===== src/rtl/dtc_pkg.sv =====
package dtc_pkg;

    localparam int DEF_CNT_W     = 12;
    localparam int DEF_SR_SHIFT  = 6;
    localparam int DEF_PRI_SHIFT = 5;
    localparam int DEF_DT_MIN    = 3;
    localparam int DEF_DT_MAX    = 15;

    localparam int NUM_CH = 2;
    localparam int CH_SR  = 0;
    localparam int CH_PRI = 1;

    typedef enum logic [2:0] {
        ST_IDLE     = 3'd0,
        ST_WAIT_MID = 3'd1,
        ST_DISCH1   = 3'd2,
        ST_RISE     = 3'd3,
        ST_DISCH2   = 3'd4,
        ST_DONE     = 3'd5
    } cal_state_e;

    typedef struct packed {
        logic sink;
        logic cnt_clr;
        logic cnt_inc;
        logic cap_rise;
        logic cap_fall;
        logic done;
    } seq_ctl_t;

endpackage


===== src/rtl/dtc_sequencer.sv =====
module dtc_sequencer
    import dtc_pkg::*;
(
    input  logic     clk,
    input  logic     rst,
    input  logic     bias_ok,
    input  logic     th_lo,
    input  logic     th_mid,
    input  logic     th_hi,
    output seq_ctl_t ctl
);

    cal_state_e state_q, state_d;

    always_ff @(posedge clk) begin
        if (rst) state_q <= ST_IDLE;
        else     state_q <= state_d;
    end

    always_comb begin
        state_d      = state_q;
        ctl          = '0;
        ctl.sink     = (state_q == ST_DISCH1) || (state_q == ST_DISCH2);
        ctl.done     = (state_q == ST_DONE);
        case (state_q)
            ST_IDLE: begin
                ctl.cnt_clr = 1'b1;
                if (bias_ok) state_d = ST_WAIT_MID;
            end
            ST_WAIT_MID: begin
                ctl.cnt_clr = 1'b1;
                if (th_mid) state_d = ST_DISCH1;
            end
            ST_DISCH1: begin
                ctl.cnt_clr = 1'b1;
                if (!th_lo) state_d = ST_RISE;
            end
            ST_RISE: begin
                if (th_hi) begin
                    ctl.cap_rise = 1'b1;
                    ctl.cnt_clr  = 1'b1;
                    state_d      = ST_DISCH2;
                end else begin
                    ctl.cnt_inc = 1'b1;
                end
            end
            ST_DISCH2: begin
                if (!th_lo) begin
                    ctl.cap_fall = 1'b1;
                    state_d      = ST_DONE;
                end else begin
                    ctl.cnt_inc = 1'b1;
                end
            end
            ST_DONE: state_d = ST_DONE;
            default: state_d = ST_IDLE;
        endcase
    end

endmodule


===== src/rtl/dtc_sat_counter.sv =====
module dtc_sat_counter #(
    parameter int CNT_W = 12
) (
    input  logic             clk,
    input  logic             rst,
    input  logic             clr,
    input  logic             inc,
    output logic [CNT_W-1:0] cnt
);

    localparam logic [CNT_W-1:0] CNT_TOP = '1;

    always_ff @(posedge clk) begin
        if (rst || clr)
            cnt <= '0;
        else if (inc && (cnt != CNT_TOP))
            cnt <= cnt + 1'b1;
    end

endmodule


===== src/rtl/dtc_scale_hold.sv =====
module dtc_scale_hold #(
    parameter int CNT_W  = 12,
    parameter int SHIFT  = 6,
    parameter int DT_MIN = 3,
    parameter int DT_MAX = 15,
    localparam int DT_BW = $clog2(DT_MAX + 1)
) (
    input  logic             clk,
    input  logic             rst,
    input  logic             cap,
    input  logic [CNT_W-1:0] cnt,
    output logic [DT_BW-1:0] base
);

    localparam logic [CNT_W-1:0] LIM_LO = CNT_W'(DT_MIN);
    localparam logic [CNT_W-1:0] LIM_HI = CNT_W'(DT_MAX);

    logic [CNT_W-1:0] quot;
    logic [DT_BW-1:0] clamped;

    always_comb begin
        quot = cnt >> SHIFT;
        if (quot < LIM_LO)      clamped = DT_BW'(DT_MIN);
        else if (quot > LIM_HI) clamped = DT_BW'(DT_MAX);
        else                    clamped = quot[DT_BW-1:0];
    end

    always_ff @(posedge clk) begin
        if (rst)      base <= DT_BW'(DT_MAX);
        else if (cap) base <= clamped;
    end

endmodule


===== src/rtl/dead_time_cal.sv =====
module dead_time_cal
    import dtc_pkg::*;
#(
    parameter int CNT_W     = DEF_CNT_W,
    parameter int SR_SHIFT  = DEF_SR_SHIFT,
    parameter int PRI_SHIFT = DEF_PRI_SHIFT,
    parameter int DT_MIN    = DEF_DT_MIN,
    parameter int DT_MAX    = DEF_DT_MAX,
    localparam int DT_BW    = $clog2(DT_MAX + 1),
    localparam int DT_W     = DT_BW + 1
) (
    input  logic            clk,
    input  logic            rst,
    input  logic            bias_ok,
    input  logic            th_lo,
    input  logic            th_mid,
    input  logic            th_hi,
    input  logic            pwm_mode,
    output logic            sink_en,
    output logic [DT_W-1:0] dt_sr,
    output logic [DT_W-1:0] dt_pri,
    output logic            cal_done
);

    seq_ctl_t         ctl;
    logic [CNT_W-1:0] cnt;
    logic [NUM_CH-1:0] cap_vec;
    logic [DT_BW-1:0] base [NUM_CH];
    logic [DT_W-1:0]  dt_out [NUM_CH];

    dtc_sequencer u_seq (
        .clk     (clk),
        .rst     (rst),
        .bias_ok (bias_ok),
        .th_lo   (th_lo),
        .th_mid  (th_mid),
        .th_hi   (th_hi),
        .ctl     (ctl)
    );

    dtc_sat_counter #(.CNT_W(CNT_W)) u_cnt (
        .clk (clk),
        .rst (rst),
        .clr (ctl.cnt_clr),
        .inc (ctl.cnt_inc),
        .cnt (cnt)
    );

    assign cap_vec[CH_SR]  = ctl.cap_rise;
    assign cap_vec[CH_PRI] = ctl.cap_fall;

    for (genvar ch = 0; ch < NUM_CH; ch++) begin : g_ch
        localparam int CH_SHIFT = (ch == CH_SR) ? SR_SHIFT : PRI_SHIFT;

        dtc_scale_hold #(
            .CNT_W  (CNT_W),
            .SHIFT  (CH_SHIFT),
            .DT_MIN (DT_MIN),
            .DT_MAX (DT_MAX)
        ) u_hold (
            .clk  (clk),
            .rst  (rst),
            .cap  (cap_vec[ch]),
            .cnt  (cnt),
            .base (base[ch])
        );

        always_comb begin
            if (!ctl.done)    dt_out[ch] = DT_W'(DT_MAX);
            else if (pwm_mode) dt_out[ch] = {base[ch], 1'b0};
            else              dt_out[ch] = {1'b0, base[ch]};
        end
    end

    assign sink_en  = ctl.sink;
    assign cal_done = ctl.done;
    assign dt_sr    = dt_out[CH_SR];
    assign dt_pri   = dt_out[CH_PRI];

endmodule


===== config.mk =====
export PLATFORM = sky130hd
export DESIGN_NAME = dead_time_cal
export DESIGN_NICKNAME = d
export VERILOG_FILES = /design/src/rtl/dtc_pkg.sv /design/src/rtl/dtc_sequencer.sv /design/src/rtl/dtc_sat_counter.sv /design/src/rtl/dtc_scale_hold.sv /design/src/rtl/dead_time_cal.sv
export SDC_FILE = /design/constraint.sdc
export NUM_CORES = 1
export LEC_CHECK = 0
export BUFFER_PORTS_ARGS = -buffer_cell sky130_fd_sc_hd__buf_2
export CAP_MARGIN = 5
export CORE_UTILIZATION = 55
export DETAILED_ROUTE_END_ITERATION = 10
export GPL_ROUTABILITY_DRIVEN = 0
export PLACE_DENSITY = 0.81
export SYNTH_ARGS = -nofsm -noshare
export SYNTH_HDL_FRONTEND = slang
export SYNTH_SLANG_ARGS = --single-unit

===== constraint.sdc =====
create_clock -name clk -period 2 [get_ports clk]
set_input_delay 0.5 -clock clk [delete_from_list [all_inputs] [get_ports clk]]
set_output_delay 0.5 -clock clk [all_outputs]
set_load 0.02 [all_outputs]

==> results of run 1 <==
stage by stage:
stage	util	hold slack [ns]	instances
final	0.664	0.492	202
after global routing	0.664	0.510	202
after CTS	0.659	0.494	201
after detailed placement	0.644	0.483	197
after global placement	0.644	0.475	197
after floorplan	-	0.449	154
kinds of logic after synthesis:
family	synth area share
multiplexers	0.0610
flip-flops	0.350
AND/OR/NAND/NOR	0.295
buffers and inverters	0.0486
AO/OA/AOI/OAI	0.235
adder cells (fa/ha/maj)	0.00952
synth_stat cells (all sizes together):
cell type and instances:
mux2i 8, nor2 7, nor4b 2, or4 4, clkbuf 4, or3 3
nor4 2, and3 6, o22ai 6, o31ai 4, o41ai 2, a311oi 2
ha 1, nor3b 1, and4 3, and4bb 2, o2111ai 1, a31oi 1
a211o 2, and4b 1, nand4 2, nand3 2, or2 1, o21ai 6
nand2b 10, dfxtp 23, nand2 12, inv 5, buf 5, and2 2
nor3 2, a21o 2, o21bai 1, nand3b 1, o211ai 4, o311ai 2
a21oi 12
power by group through the flow:
stage	logic [mW]	registers, mW	clock network (mW)
2_1_floorplan	0.0602	0.482	0
3_3_place_gp	0.0802	0.485	0
3_5_place_dp	0.0836	0.487	0
4_1_cts	0.0858	0.476	0.219
5_1_grt	0.0989	0.480	0.237
6_report	0.0894	0.478	0.217
state kept, by name, summed over array words and instances (netlist names):
signal,flops
g_ch.u_hold.base,8
u_seq.state_q,3
u_cnt.cnt,12
critical path: stages (launching register included):
cell and delay [ns]:
dfxtp_1 0.35, nand2b_2 0.24, nor2_4 0.17, and3_1 0.16
buf_2 0.15
layer usage:
metal	global-route usage	routed length, um	vias to the layer above
li1	-	-	631
met1	0.297	1320	601
met2	0.429	1400	43
met3	0.0298	111	11
met4	0.116	67	0
met5	0	0	-
cell usage in the layout, fill, tap and decap left out, drive strengths merged, types with 5 or more instances in the layout:
cell,count
nand2,12
o21ai,6
nor2,8
dfxtp,23
mux2i,8
a21oi,12
inv,5
buf,24
o22ai,6
and3,6
nand2b,10
final timing paths:
check                          end  slack, ns  cells past startpoint
setup reg to reg     u_cnt.cnt[11]       0.20                      5
setup / recovery         dt_pri[4]        0.1                      4
hold / removal    u_seq.state_q[0]       0.49                      2
hold reg to reg       u_cnt.cnt[1]       0.50                      2
final cells by class:
class                           instances  area share
Multi-Input combinational cell        118       0.543
Sequential cell                        23       0.312
Timing Repair Buffer                   24      0.0911
Tap cell                               28      0.0236
Clock buffer                            4      0.0177
Inverter                                5      0.0126
timing repair:
item                                    CTS  global route
pin swaps                                 0             1
setup buffers                             0             0
endpoints found under the setup margin   11            10
hold buffers                              0             0
gates cloned                              0             1
resized for setup                         2             3
==> out/metrics.yaml, run 1 <==
global_route:
  grt_pass1_wl_um: 4890
  grt_antenna_before_repair: 0
  grt_pass1_vias: 1157
  grt_max_degree: 14
  gr-usage-all-layers: 0.245
  grt.overflow.total: 0
critical_path:
  path_max_fanout: 6
  end_kind: "output pin"
  cp.required_ns: 1.50
  reg2reg_from: "u_seq.state_q[1]"
  path_class: "reg -> out"
  crit_arrival_ns: 1.40
  start_kind: "flop"
  critPathLaunch: "u_seq.state_q[1]"
sta:
  fin_ws_ns: 0.0964
  tns_ns: 0
  rsz0062_at_grt: "false"
  clock_skew_ns: 0.00251
  min_period_over_period: 0.952
  worst_pin_slew_ns: 0.505
  setup_viol: 0
  relSlewSlack: 0.663
  max_freq_mhz: 525
  drv_slew: 0
  finalHoldViolCount: 0
  finalCriticalPeriod_ns: 1.90
route:
  remaining_drc_errors: 0
  num_vias: 1286
  routed_wl_um: 2900
  wl_per_cell_um: 14.3
  antenna_left: 0
  drtIter0Drc: 30
  viasPerCell: 6.37
  first_pass_iters: 4
clocking:
  cts_made_buffers: 3
  cts_tree: "built"
  cts.sinks: 23
  clkSlewWorstSetupHoldPaths_ns: 0.12
  htreeDepth: 1
  root_buffer: "clkbuf_4"
  clock_path_buffers: 2
  insertion_delay_ns: 0.31
final_layout:
  syn2layout_area_growth_pct: 13.0
  diodes: 0
  drive_gt1_frac: 0.213
  finalNetCount: 183
  regArea_um2: 463
  multiInputGateArea_um2: 806
  n_fill_cell: 198
  final_area_mm2: 0.00148
die:
  initial_core_util: 0.588
  rows: 17
  die_y_um: 50.9
  die-area_mm2: 0.00259
  core_mm2: 0.00223
  ios: 19
  die_x_um: 50.9
power_and_ir_drop:
  p_comb_frac: 0.114
  power.total_uw: 784
  power_leakage_nw: 0.551
  p_switching_uw: 199
  ir_drop_uv: 477
  internal_power_uw: 586
  power_frac_seq: 0.610
  p_clk_frac: 0.276
  swShare: 0.253
  powerDensity_mw_per_mm2: 528
placed_design:
  post-place-ws_ns: 0.121
  placed_area_mm2: 0.00144
  port-buffer-count: 18
  dp_hpwl_um: 2090
logic_synthesis:
  synth_top_area_frac: 0.350
  yosysSeqAreaShare: 0.350
  synthCells: 154
  ys_ff_latch: 23
  yosys_warnings: 0
  yosys.cell_types.count: 43
  synthTopCellsByArea: "dfxtp_1, mux2i_1, nand2b_1, a21oi_1, nand2_1"
  syn_nets: 162
  yosys.area.top_type: "dfxtp_1"
  synth_area_per_cell_um2: 8.53
  syn-cell-area_mm2: 0.00131
worst_hold_path:
  hp-start: "rst"
  hp-class: "in -> reg"
run:
  max_cap_violations: 0
run_status:
  status: "completed"
Power figures use the tool's default switching activity.
==> inputs of run 2 (changes only) <==
--- a/config.mk
+++ b/config.mk
@@ -10,7 +10,7 @@
 export CORE_UTILIZATION = 55
 export DETAILED_ROUTE_END_ITERATION = 10
 export GPL_ROUTABILITY_DRIVEN = 0
-export PLACE_DENSITY = 0.81
+export PLACE_DENSITY = 0.77
 export SYNTH_ARGS = -nofsm -noshare
 export SYNTH_HDL_FRONTEND = slang
 export SYNTH_SLANG_ARGS = --single-unit
==> out/metrics.yaml, run 2 (same netlist as run 1, synthesis figures left out) <==
sta:
  setup_viol: 0  # unchanged
  finalCriticalPeriod_ns: 1.85  # was 1.90 ns
  tns_ns: 0  # unchanged
  min_period_over_period: 0.924  # was 0.952
  hold_ws_ns: 0.496  # was 0.492 ns
  worst_pin_slew_ns: 0.457  # was 0.505 ns
  drv_slew: 0  # unchanged
  relSlewSlack: 0.695  # was 0.663
  rsz0062_at_grt: "false"  # unchanged
  max_freq_mhz: 541  # was 525 MHz
  finalHoldViolCount: 0  # unchanged
  fin_ws_ns: 0.151  # was 0.0964 ns
  clock_skew_ns: 0.00854  # was 0.00251 ns
route:
  num_vias: 1252  # was 1286
  routed_wl_um: 2730  # was 2900 um
  drtIter0Drc: 34  # was 30
  remaining_drc_errors: 0  # unchanged
  viasPerCell: 6.20  # was 6.37
  wl_per_cell_um: 13.5  # was 14.3 um
  antenna_left: 0  # unchanged
  first_pass_iters: 4  # unchanged
global_route:
  grt_pass1_vias: 1055  # was 1157
  grt.overflow.total: 0  # unchanged
  grt_antenna_before_repair: 0  # unchanged
  gr-usage-all-layers: 0.225  # was 0.245
  grt_pass1_wl_um: 4420  # was 4890 um
  grt_max_degree: 14  # unchanged
critical_path:
  reg2reg_depth: 5  # unchanged
  cp.required_ns: 1.50  # about the same
  slowest_delay_ns: 0.37  # was 0.35 ns
  reg2reg_slack_ns: 0.15  # was 0.20 ns
  start_kind: "flop"  # unchanged
  critical-path-top-delay-family: "simple AND/OR/NAND/NOR gates"  # unchanged
  end_kind: "output pin"  # unchanged
  critPathLaunch: "u_seq.state_q[1]"  # unchanged
  reg2reg_from: "u_seq.state_q[2]"  # was u_seq.state_q[1]
  crit_buf_inv: 1  # unchanged
  path_max_fanout: 6  # unchanged
  crit_path_end: "dt_sr[4]"  # was dt_pri[4]
  cp_num_cells: 4  # unchanged
  crit_chain: "nand2b_4 > nor2_4 > and3_1 > buf_2"  # was nand2b_2 > nor2_4 > and3_1 > buf_2
  r2r-end: "u_cnt.cnt[9]"  # was u_cnt.cnt[11]
  slowest_stage: "dfxtp_2"  # was dfxtp_1
  crit_arrival_ns: 1.35  # was 1.40 ns
  path_class: "reg -> out"  # unchanged
clocking:
  cts_tree: "built"  # unchanged
  root_buffer: "clkbuf_4"  # unchanged
  cts.sinks: 23  # unchanged
  cts_made_buffers: 3  # unchanged
  htreeDepth: 1  # unchanged
  ctsHoldBuffers: 0  # unchanged
  clkSlewWorstSetupHoldPaths_ns: 0.12  # about the same
  post_cts_buffers: 0  # unchanged
  insertion_delay_ns: 0.30  # was 0.31 ns
  clock_path_buffers: 2  # unchanged
final_layout:
  final_util: 0.667  # was 0.664
  largest_register_ffs: 12  # unchanged
  final_cells: 202  # unchanged
  diodes: 0  # unchanged
  syn2layout_area_growth_pct: 13.3  # was 13.0%
  top_regs: "u_cnt.cnt (12), g_ch.u_hold.base (8), u_seq.state_q (3)"  # unchanged
  drive_gt1_frac: 0.213  # unchanged
  top_register: "u_cnt.cnt"  # unchanged
  mostFrequentLayoutCells: "dfxtp_1, buf_2, nand2_1, a21oi_1, nand2b_1"  # unchanged
  final_common_cell: "dfxtp_1"  # unchanged
  finalNetCount: 183  # unchanged
power_and_ir_drop:
  p_clk_frac: 0.269  # was 0.276
  p_comb_frac: 0.114  # about the same
  power_leakage_nw: 0.552  # was 0.551 nW
  powerDensity_mw_per_mm2: 521  # was 528 mW/mm2
  power_frac_seq: 0.617  # was 0.610
  swShare: 0.247  # was 0.253
  p_switching_uw: 192  # was 199 uW
  internal_power_uw: 584  # was 586 uW
  ir_drop_uv: 343  # was 477 uV
run_status:
  status: "completed"  # unchanged
placed_design:
  dp_hpwl_um: 2010  # was 2090 um
  post-place-ws_ns: 0.0782  # was 0.121 ns
  dp.cells: 197  # unchanged
  port-buffer-count: 18  # unchanged
die:
  die-area_mm2: 0.00259  # unchanged
  initial_core_util: 0.588  # unchanged
  die_y_um: 50.9  # unchanged
  rows: 17  # unchanged
  die_x_um: 50.9  # unchanged
  ios: 19  # unchanged
  core_mm2: 0.00223  # unchanged
run:
  max_cap_violations: 0  # unchanged
worst_hold_path:
  hp-class: "reg -> reg"  # was in -> reg
run 2: changes by cell type in the layout (fill, tap and decap cells not counted):
cell      delta
nand2b_2     -1
nand2b_4     +1
run 2: final cells by class:
class | count | area, um2
Clock buffer | 4 | 26.3
Multi-Input combinational cell | 118 | 811
Timing Repair Buffer | 24 | 135
Inverter | 5 | 18.8
Sequential cell | 23 | 463
Tap cell | 28 | 35.0
Fill cell | 197 | 744
run 2: tightest hold or removal path, delay by kind of cell, from the launching register on:
family | cells | cell delay [ns]
flops | 1 | 0.35
simple gates | 1 | 0.06
mux | 1 | 0.05
run 2: metal layers:
metal  GRT usage  share of wire  vias up
met5           0              0        -
met1       0.277           0.47      586
met2       0.396           0.49       33
met4      0.0926         0.0077        0
li1            -              -      629
met3      0.0268          0.040        4
run 2: repair_timing:
action	CTS	global route
setup endpoints to repair	11	5
resized for setup	2	4
cloned	0	1
pin swaps	0	1
run 2: through the flow:
step           area, um2  total power [mW]
3_5_place_dp        1440             0.568
2_1_floorplan       1320             0.542
3_3_place_gp        1440             0.563
5_1_grt             1490             0.816
4_1_cts             1470             0.781
6_report            1490             0.776
run 2: worst min-delay path by stage:
stage | from | endpoint | cells after the start | slack, ns
detailed placement | u_cnt.cnt[1] | u_cnt.cnt[1] | 2 | 0.48
CTS | rst | u_seq.state_q[0] | 2 | 0.49
finish | u_cnt.cnt[1] | u_cnt.cnt[1] | 2 | 0.50
global route | rst | u_seq.state_q[0] | 2 | 0.50
floorplan | g_ch[0].u_hold.base[3] | g_ch[0].u_hold.base[3] | 1 | 0.45
global placement | u_cnt.cnt[1] | u_cnt.cnt[1] | 2 | 0.47
run 2: power groups by stage:
stage | clock network (mW) | logic [mW] | registers (mW)
6_report | 0.209 | 0.0882 | 0.479
3_5_place_dp | 0 | 0.0807 | 0.487
2_1_floorplan | 0 | 0.0602 | 0.482
3_3_place_gp | 0 | 0.0771 | 0.486
5_1_grt | 0.238 | 0.0976 | 0.480
4_1_cts | 0.221 | 0.0831 | 0.477
